<file path="config.mk">
export PLATFORM = sky130hd
export DESIGN_NAME = addr_window_decoder
export DESIGN_NICKNAME = d
export VERILOG_FILES = /design/src/rtl/addr_window_decoder.sv
export SDC_FILE = /design/constraint.sdc
export NUM_CORES = 1
export LEC_CHECK = 0
export BUFFER_PORTS_ARGS = -buffer_cell sky130_fd_sc_hd__buf_4
export CAP_MARGIN = 20
export CORE_ASPECT_RATIO = 0.75
export CORE_MARGIN = 5
export CORE_UTILIZATION = 44
export CTS_CLUSTER_SIZE = 30
export DETAILED_ROUTE_END_ITERATION = 6
export GPL_TIMING_DRIVEN = 1
export HOLD_SLACK_MARGIN = 0.05
export PLACE_DENSITY = 0.71
export RECOVER_POWER = 25
export SYNTH_ARGS = -nofsm -noshare
export SYNTH_HDL_FRONTEND = slang
export SYNTH_SLANG_ARGS = --single-unit
</file>
<file path="constraint.sdc">
create_clock -name clk -period 8.3 [get_ports clk]
set_input_delay 1.66 -clock clk [delete_from_list [all_inputs] [get_ports clk]]
set_output_delay 1.66 -clock clk [all_outputs]
set_load 0.1 [all_outputs]
</file>
<file path="src/rtl/addr_window_decoder.sv">
module addr_window_decoder #(
  parameter int NUM_WIN = 5,
  localparam int IW = (NUM_WIN > 1) ? $clog2(NUM_WIN) : 1,
  localparam int RAW = $clog2(2 * NUM_WIN + 2)
) (
  input  logic           clk,
  input  logic           rst_n,
  input  logic           cfg_we,
  input  logic [RAW-1:0] cfg_addr,
  input  logic [31:0]    cfg_wdata,
  output logic [31:0]    cfg_rdata,
  input  logic           req_valid,
  input  logic [31:0]    req_addr,
  input  logic           req_write,
  output logic           rsp_valid,
  output logic           rsp_hit,
  output logic [IW-1:0]  rsp_win,
  output logic [3:0]     rsp_target,
  output logic [7:0]     rsp_attr,
  output logic           rsp_allow,
  output logic           rsp_err
);

  logic [NUM_WIN-1:0]   win_en;
  logic [2*NUM_WIN-1:0] win_perm;
  logic                 ovr_en;
  logic [15:0]          ovr_hi;
  logic [15:0]          base_hi  [NUM_WIN];
  logic [7:0]           base_attr[NUM_WIN];
  logic [3:0]           base_tgt [NUM_WIN];
  logic [15:0]          mask_hi  [NUM_WIN];

  always_ff @(posedge clk or negedge rst_n) begin
    if (!rst_n) begin
      win_en   <= '0;
      win_perm <= '0;
      ovr_en   <= 1'b0;
      ovr_hi   <= '0;
      for (int i = 0; i < NUM_WIN; i++) begin
        base_hi[i]   <= '0;
        base_attr[i] <= '0;
        base_tgt[i]  <= '0;
        mask_hi[i]   <= '0;
      end
    end else if (cfg_we) begin
      if (cfg_addr == RAW'(0)) begin
        win_en   <= cfg_wdata[NUM_WIN-1:0];
        win_perm <= cfg_wdata[16 +: 2*NUM_WIN];
      end
      if (cfg_addr == RAW'(1)) begin
        ovr_en <= cfg_wdata[0];
        ovr_hi <= cfg_wdata[31:16];
      end
      for (int i = 0; i < NUM_WIN; i++) begin
        if (cfg_addr == RAW'(2 + 2*i)) begin
          base_hi[i]   <= cfg_wdata[31:16];
          base_attr[i] <= cfg_wdata[15:8];
          base_tgt[i]  <= cfg_wdata[3:0];
        end
        if (cfg_addr == RAW'(3 + 2*i))
          mask_hi[i] <= cfg_wdata[31:16];
      end
    end
  end

  always_comb begin
    cfg_rdata = '0;
    if (cfg_addr == RAW'(0)) begin
      cfg_rdata[NUM_WIN-1:0]     = win_en;
      cfg_rdata[16 +: 2*NUM_WIN] = win_perm;
    end
    if (cfg_addr == RAW'(1))
      cfg_rdata = {ovr_hi, 15'd0, ovr_en};
    for (int i = 0; i < NUM_WIN; i++) begin
      if (cfg_addr == RAW'(2 + 2*i))
        cfg_rdata = {base_hi[i], base_attr[i], 4'd0, base_tgt[i]};
      if (cfg_addr == RAW'(3 + 2*i))
        cfg_rdata = {mask_hi[i], 16'd0};
    end
  end

  wire [15:0] dec_hi = ovr_en ? ovr_hi : req_addr[31:16];

  logic [NUM_WIN-1:0] match;
  logic               found;
  logic [IW-1:0]      sel;
  logic [1:0]         sel_perm;

  always_comb begin
    found    = 1'b0;
    sel      = '0;
    sel_perm = '0;
    for (int i = 0; i < NUM_WIN; i++) begin
      match[i] = win_en[i] && ((dec_hi & ~mask_hi[i]) == base_hi[i]);
      if (match[i] && !found) begin
        found    = 1'b1;
        sel      = IW'(i);
        sel_perm = win_perm[2*i +: 2];
      end
    end
  end

  wire hit_now   = req_valid && found;
  wire allow_now = hit_now && (req_write ? sel_perm[1] : sel_perm[0]);

  always_ff @(posedge clk or negedge rst_n) begin
    if (!rst_n) begin
      rsp_valid  <= 1'b0;
      rsp_hit    <= 1'b0;
      rsp_win    <= '0;
      rsp_target <= '0;
      rsp_attr   <= '0;
      rsp_allow  <= 1'b0;
      rsp_err    <= 1'b0;
    end else begin
      rsp_valid  <= req_valid;
      rsp_hit    <= hit_now;
      rsp_win    <= hit_now ? sel : '0;
      rsp_target <= hit_now ? base_tgt[sel] : '0;
      rsp_attr   <= hit_now ? base_attr[sel] : '0;
      rsp_allow  <= allow_now;
      rsp_err    <= req_valid && !allow_now;
    end
  end


  err_needs_valid_chk: assert property (@(posedge clk) disable iff (!rst_n)
    rsp_err |-> rsp_valid);


  allow_needs_hit_chk: assert property (@(posedge clk) disable iff (!rst_n)
    rsp_allow |-> (rsp_hit && !rsp_err));


  rsp_latency_chk: assert property (@(posedge clk) disable iff (!rst_n)
    req_valid |=> rsp_valid);


  miss_fields_zero_chk: assert property (@(posedge clk) disable iff (!rst_n)
    !rsp_hit |-> (rsp_win == '0 && rsp_attr == '0 && rsp_target == '0));


  all_disabled_miss_chk: assert property (@(posedge clk) disable iff (!rst_n)
    (win_en == '0) |=> !rsp_hit);


  win_in_range_chk: assert property (@(posedge clk) disable iff (!rst_n)
    rsp_hit |-> (int'(rsp_win) < NUM_WIN));

endmodule

</file>
# ---- Word level (Yosys, flattened, before mapping)
# Cells that the tools add are included.
dict set report word_totals {
  word_cells 127
  in_bits 73
  reg_bits 271
  out_inout_bits 51
}
dict set report op_classes {
  bitwise_logic 11
  n_lt_le_gt_ge 1
  n_eq_ne 16
  n_mux 38
  reduce_logical 30
}
# cell n
set ops {}
lappend ops {{32-bit two-way mux} 11}
lappend ops {{16-bit bitwise AND} 5}
lappend ops {{16-bit equality test} 5}
lappend ops {{16-bit NOT} 5}
lappend ops {{8-bit binary-select mux with 3-bit select} 1}
lappend ops {{8-bit two-way mux} 3}
lappend ops {{2-bit AND reduction} 12}
lappend ops {{4-bit by 3-bit equality test with 1-bit output, second input constant} 4}
lappend ops {{4-bit equality test, second input constant} 4}
lappend ops {{16-bit two-way mux} 1}
lappend ops {{4-bit binary-select mux with 3-bit select} 1}
lappend ops {{1-bit logical AND} 12}
lappend ops {{3-bit two-way mux} 4}
lappend ops {{4-bit two-way mux} 3}
lappend ops {{10-bit two-way mux} 1}
lappend ops {{2-bit two-way mux} 5}
lappend ops {{4-bit by 2-bit equality test with 1-bit output, second input constant} 2}
lappend ops {{1-bit two-way mux} 7}
lappend ops {{1-bit zero test} 5}
lappend ops {{5-bit two-way mux} 1}
lappend ops {{4-bit by 1-bit equality test with 1-bit output, second input constant} 1}
lappend ops {{4-bit greater-or-equal comparator, second input constant} 1}
lappend ops {{4-bit zero test} 1}
lappend ops {{3-bit NOT with 4-bit output} 1}

# ---- Depth between registers and ports, before layout
dict set report depth {
  ltp_word 22
  depth_mapped 13
  depth_no_buf 9
}

# ---- Least setup slack after synthesis
# OpenSTA, ideal clock, no wires.
dict set report synth_path {
  path_type {input to output}
  start {in cfg_addr[1]}
  end {out cfg_rdata[16]}
  t_required_ns 6.640
  arrival_time_ns 4.591
  path_stages 7
  path_slack_ns 2.049
  n_path_buf 3
  path_cell_list {clkbuf_1 > nand2b_1 > nor2_1 > clkbuf_1 > buf_1 > a22oi_1 > a41oi_1}
}
dict set report synth_between {
  elab_chain_cells 13
  elab_cells_between_ends 24
  cone_classes {11 x eq/ne; 12 x mux; 1 x reduce/logical}
}
# element line
set synth_lines {}
lappend synth_lines {{start, declared} 9} ;# input logic [RAW-1:0] cfg_addr,
lappend synth_lines {{4-bit zero test} 68} ;# if (cfg_addr == RAW'(0)) begin
lappend synth_lines {{10-bit two-way mux} 68}
lappend synth_lines {{32-bit two-way mux} 72} ;# if (cfg_addr == RAW'(1))
lappend synth_lines {{32-bit two-way mux} 75} ;# if (cfg_addr == RAW'(2 + 2*i))
lappend synth_lines {{32-bit two-way mux} 77} ;# if (cfg_addr == RAW'(3 + 2*i))
lappend synth_lines {{32-bit two-way mux} 75}
lappend synth_lines {{32-bit two-way mux} 77}
lappend synth_lines {{32-bit two-way mux} 75}
lappend synth_lines {{32-bit two-way mux} 77}
lappend synth_lines {{32-bit two-way mux} 75}
lappend synth_lines {{32-bit two-way mux} 77}
lappend synth_lines {{32-bit two-way mux} 75}
lappend synth_lines {{32-bit two-way mux (*)} 77}
lappend synth_lines {{end, declared} 11} ;# output logic [31:0] cfg_rdata,
# Mark *: on every way between the ends. The rest lies on a longest branch, timed or not.

# ---- Worst setup path after layout
dict set report layout_path {
  start {in cfg_addr[0]}
  end {out cfg_rdata[16]}
}
# The elaborated chain is that of the path after synthesis.

==> metrics <==
# rows 56; Placer Congestion 0.900; DRC 0; first-pass GRT wire length 64.5 mm; worst path cell trace buf_4 > nand2b_1 > nor2_2 > a22oi_1 > a41oi_1 > buf_4; Synth area leaders dfrtp_1, mux2_2, mux2i_1; Max clock buf depth 3; total gr overflow 0; library cells used by synthesis 50; Max Transition Viols Final 100; Metal-1 WL 18.6 mm; worst hold path stage count 2; NumNets Final 1,309; I/O pins 124; final setup fails 0; Core Footprint 31,000 um^2; Routed Antenna Nets 0; Syn Area/Cell 11.9 um^2; hold_sp base_tgt[2]$_DFFE_PN0P_; CP Max Fanout 44; setup_tns 0 ps; highest cell delay on the worst timing path 940 ps; Reg2Reg Depth 10; fin crit share 0.760; Peak VDD IR 0.184 mV; Post-synth EDFFs 0; CP startpoint kind input port; total count of hold-check failures in the final report 0; Critical Path Sink Type output pin; Worst path slowest cell nor2_2; die width 214 um; CTS Buf Count 28; Hold WS 516 ps; worst min-delay path category reg2reg; vias in the first global route 10,300; Worst Skew 9.50 ps; post-CTS sizing 0; Starting Density 0.444; Post-Route WL 42.4 mm; post-synth top area cell dfrtp_1; worst skew pair latency 550 ps; synth-to-layout area growth 15.7%; clk slew on worst S/H paths 60 ps; H-tree depth 1; commonest cells in the synthesized netlist dfrtp_1, mux2_2, clkbuf_1, nand2_1, nor2_1; post-layout minimum cycle time 6310 ps; ys async rst share 1.00; Yosys Warn Count 0; LEAKAGE 7.05 nW; reg2reg end rsp_attr[7]$_DFF_PN0_; WHS Endpoint rsp_target[2]$_DFF_PN0_; top cell type's share of synthesized area 0.493; Cell Area, Synth 13,800 um^2; cells after synthesis 1,157; total clock sinks 271; DR iter-0 viols 988; Fillers 2,662; diode count 0; Max-slew headroom -2.56; Slew @ Worst Pin 5330 ps; die footprint 35,000 um^2; Power Total 4.33 mW; CP arrival 4650 ps; HPWL after DPL 27.9 mm; worst endpoint required time 6640 ps; flop2flop setup slack 3910 ps; initial antenna violation count 1; wire per inst 25.5 um; status finished with violations; Multi-input gate area 6630 um^2; reg2reg start ovr_en$_DFFE_PN0P_; DR vias 10,300; Layout Cells excl Fill 1,664; Global Route Usage Sum 0.238; share of layout cells above drive strength 1 0.369; Seq/Total Area, Yosys 0.493; CTS hold repair buffers 0; Pre-antenna DRT Iters 5; Yosys reg bits 271; Die Ht 163 um; CTS tree built; top-count cell post-synth dfrtp_1; failing checks max-capacitance violations, max-slew violations; register area 6780 um^2; Top FF cell, synth dfrtp_1; most used cell along the critical path buf_4; Inst Count DP 1,611; met3 routed WL 4.13 mm; PortBufs 101; root buf cell clkbuf_16; critical path class in2out; top layer in use met5; Post-CTS Setup Bufs 0; largest net degree at the start of global routing 100; f_max 0.159 GHz; Max-Cap Viols 1; RSZ-0062 raised after global routing false; routed length on met2 18.4 mm; Pwr Density 272 nW/um^2; Via density 6.19
## kinds of logic (layout without fill, tap and decap cells)
family,after synthesis,after routing,share of synthesized area
flip-flops,271,271,0.493
other,1,3,0.000272
buffers and inverters,87,186,0.0277
XOR/XNOR,39,39,0.0248
AND/OR/NAND/NOR,262,262,0.0946
AO/OA/AOI/OAI,170,170,0.0868
multiplexers,327,327,0.273
## worst max-delay path: cells and delay by family
kind,cells,cell delay (ps)
and+or+nand+nor,2,1440
buffers and inverters,2,910
AOI/OAI and AO/OA,2,610
## flip-flops by register name (all words and copies together) (netlist names)
signal      count
base_attr      40
base_hi        80
base_tgt       20
mask_hi        80
ovr_en          1
ovr_hi         16
rsp_allow       1
rsp_attr        8
rsp_err         1
rsp_hit         1
rsp_target      4
rsp_valid       1
rsp_win         3
win_en          5
win_perm       10
## area by class of cell
class / count / share of cell area
clock buffer: 40 / 0.0526
clock inverter: 12 / 0.0105
inverter: 10 / 0.00236
multi-input combinational: 801 / 0.416
sequential: 271 / 0.426
tap: 406 / 0.0319
timing repair buffer: 124 / 0.0605
## per-stage QoR
| step | utilization | cell area [um^2] | setup slack, ps |
|---|---|---|---|
| detailed placement | 0.480 | 14900 | 2090 |
| finish | 0.513 | 15900 | 1990 |
| CTS | 0.513 | 15900 | 2080 |
| floorplan | - | 13800 | 2050 |
| global route | 0.513 | 15900 | 1150 |
| global placement | 0.479 | 14900 | 2090 |
## cell usage in the layout (no fill, tap or decap), types with 10 or more instances in the layout
| master | synthesis | layout |
|---|---|---|
| dfrtp_1 | 271 | 271 |
| mux2_2 | 269 | 269 |
| buf_4 | 3 | 120 |
| nand2_1 | 63 | 63 |
| nor2_1 | 62 | 59 |
| o21ai_0 | 52 | 52 |
| or3_1 | 42 | 42 |
| mux2i_1 | 41 | 41 |
| a22oi_1 | 37 | 37 |
| nand3_1 | 30 | 30 |
| clkbuf_16 | 0 | 29 |
| xnor2_1 | 24 | 24 |
| nand4_1 | 23 | 23 |
| o221ai_1 | 19 | 19 |
| xor2_1 | 15 | 15 |
| a21oi_1 | 10 | 10 |
| a221oi_1 | 10 | 10 |
| mux4_2 | 10 | 10 |
| inv_1 | 10 | 10 |
## routing by layer
metal / up-vias / track usage
met5: - / 0
met4: 2 / 0.0632
met3: 94 / 0.0610
met2: 474 / 0.355
met1: 5246 / 0.349
li1: 4480 / -
## worst max path at each step
stage | depth (start not counted) | endpoint | slack (ps) | startpoint
2_1_floorplan | 7 | cfg_rdata[16] | 2050 | cfg_addr[1]
3_3_place_gp | 6 | cfg_rdata[16] | 2090 | cfg_addr[0]
4_1_cts | 6 | cfg_rdata[16] | 2080 | cfg_addr[0]
6_report | 6 | cfg_rdata[16] | 1990 | cfg_addr[0]
3_5_place_dp | 6 | cfg_rdata[16] | 2090 | cfg_addr[0]
5_1_grt | 1 | base_hi[6]$_DFFE_PN0P_ | 1150 | rst_n
## report_power, final
part | switching (mW) | internal (mW) | total (mW)
clock network | 0.541 | 0.826 | 1.37
logic | 0.628 | 0.467 | 1.09
registers | 0.256 | 1.61 | 1.87
Note: power is estimated with default switching activity, not from simulation.
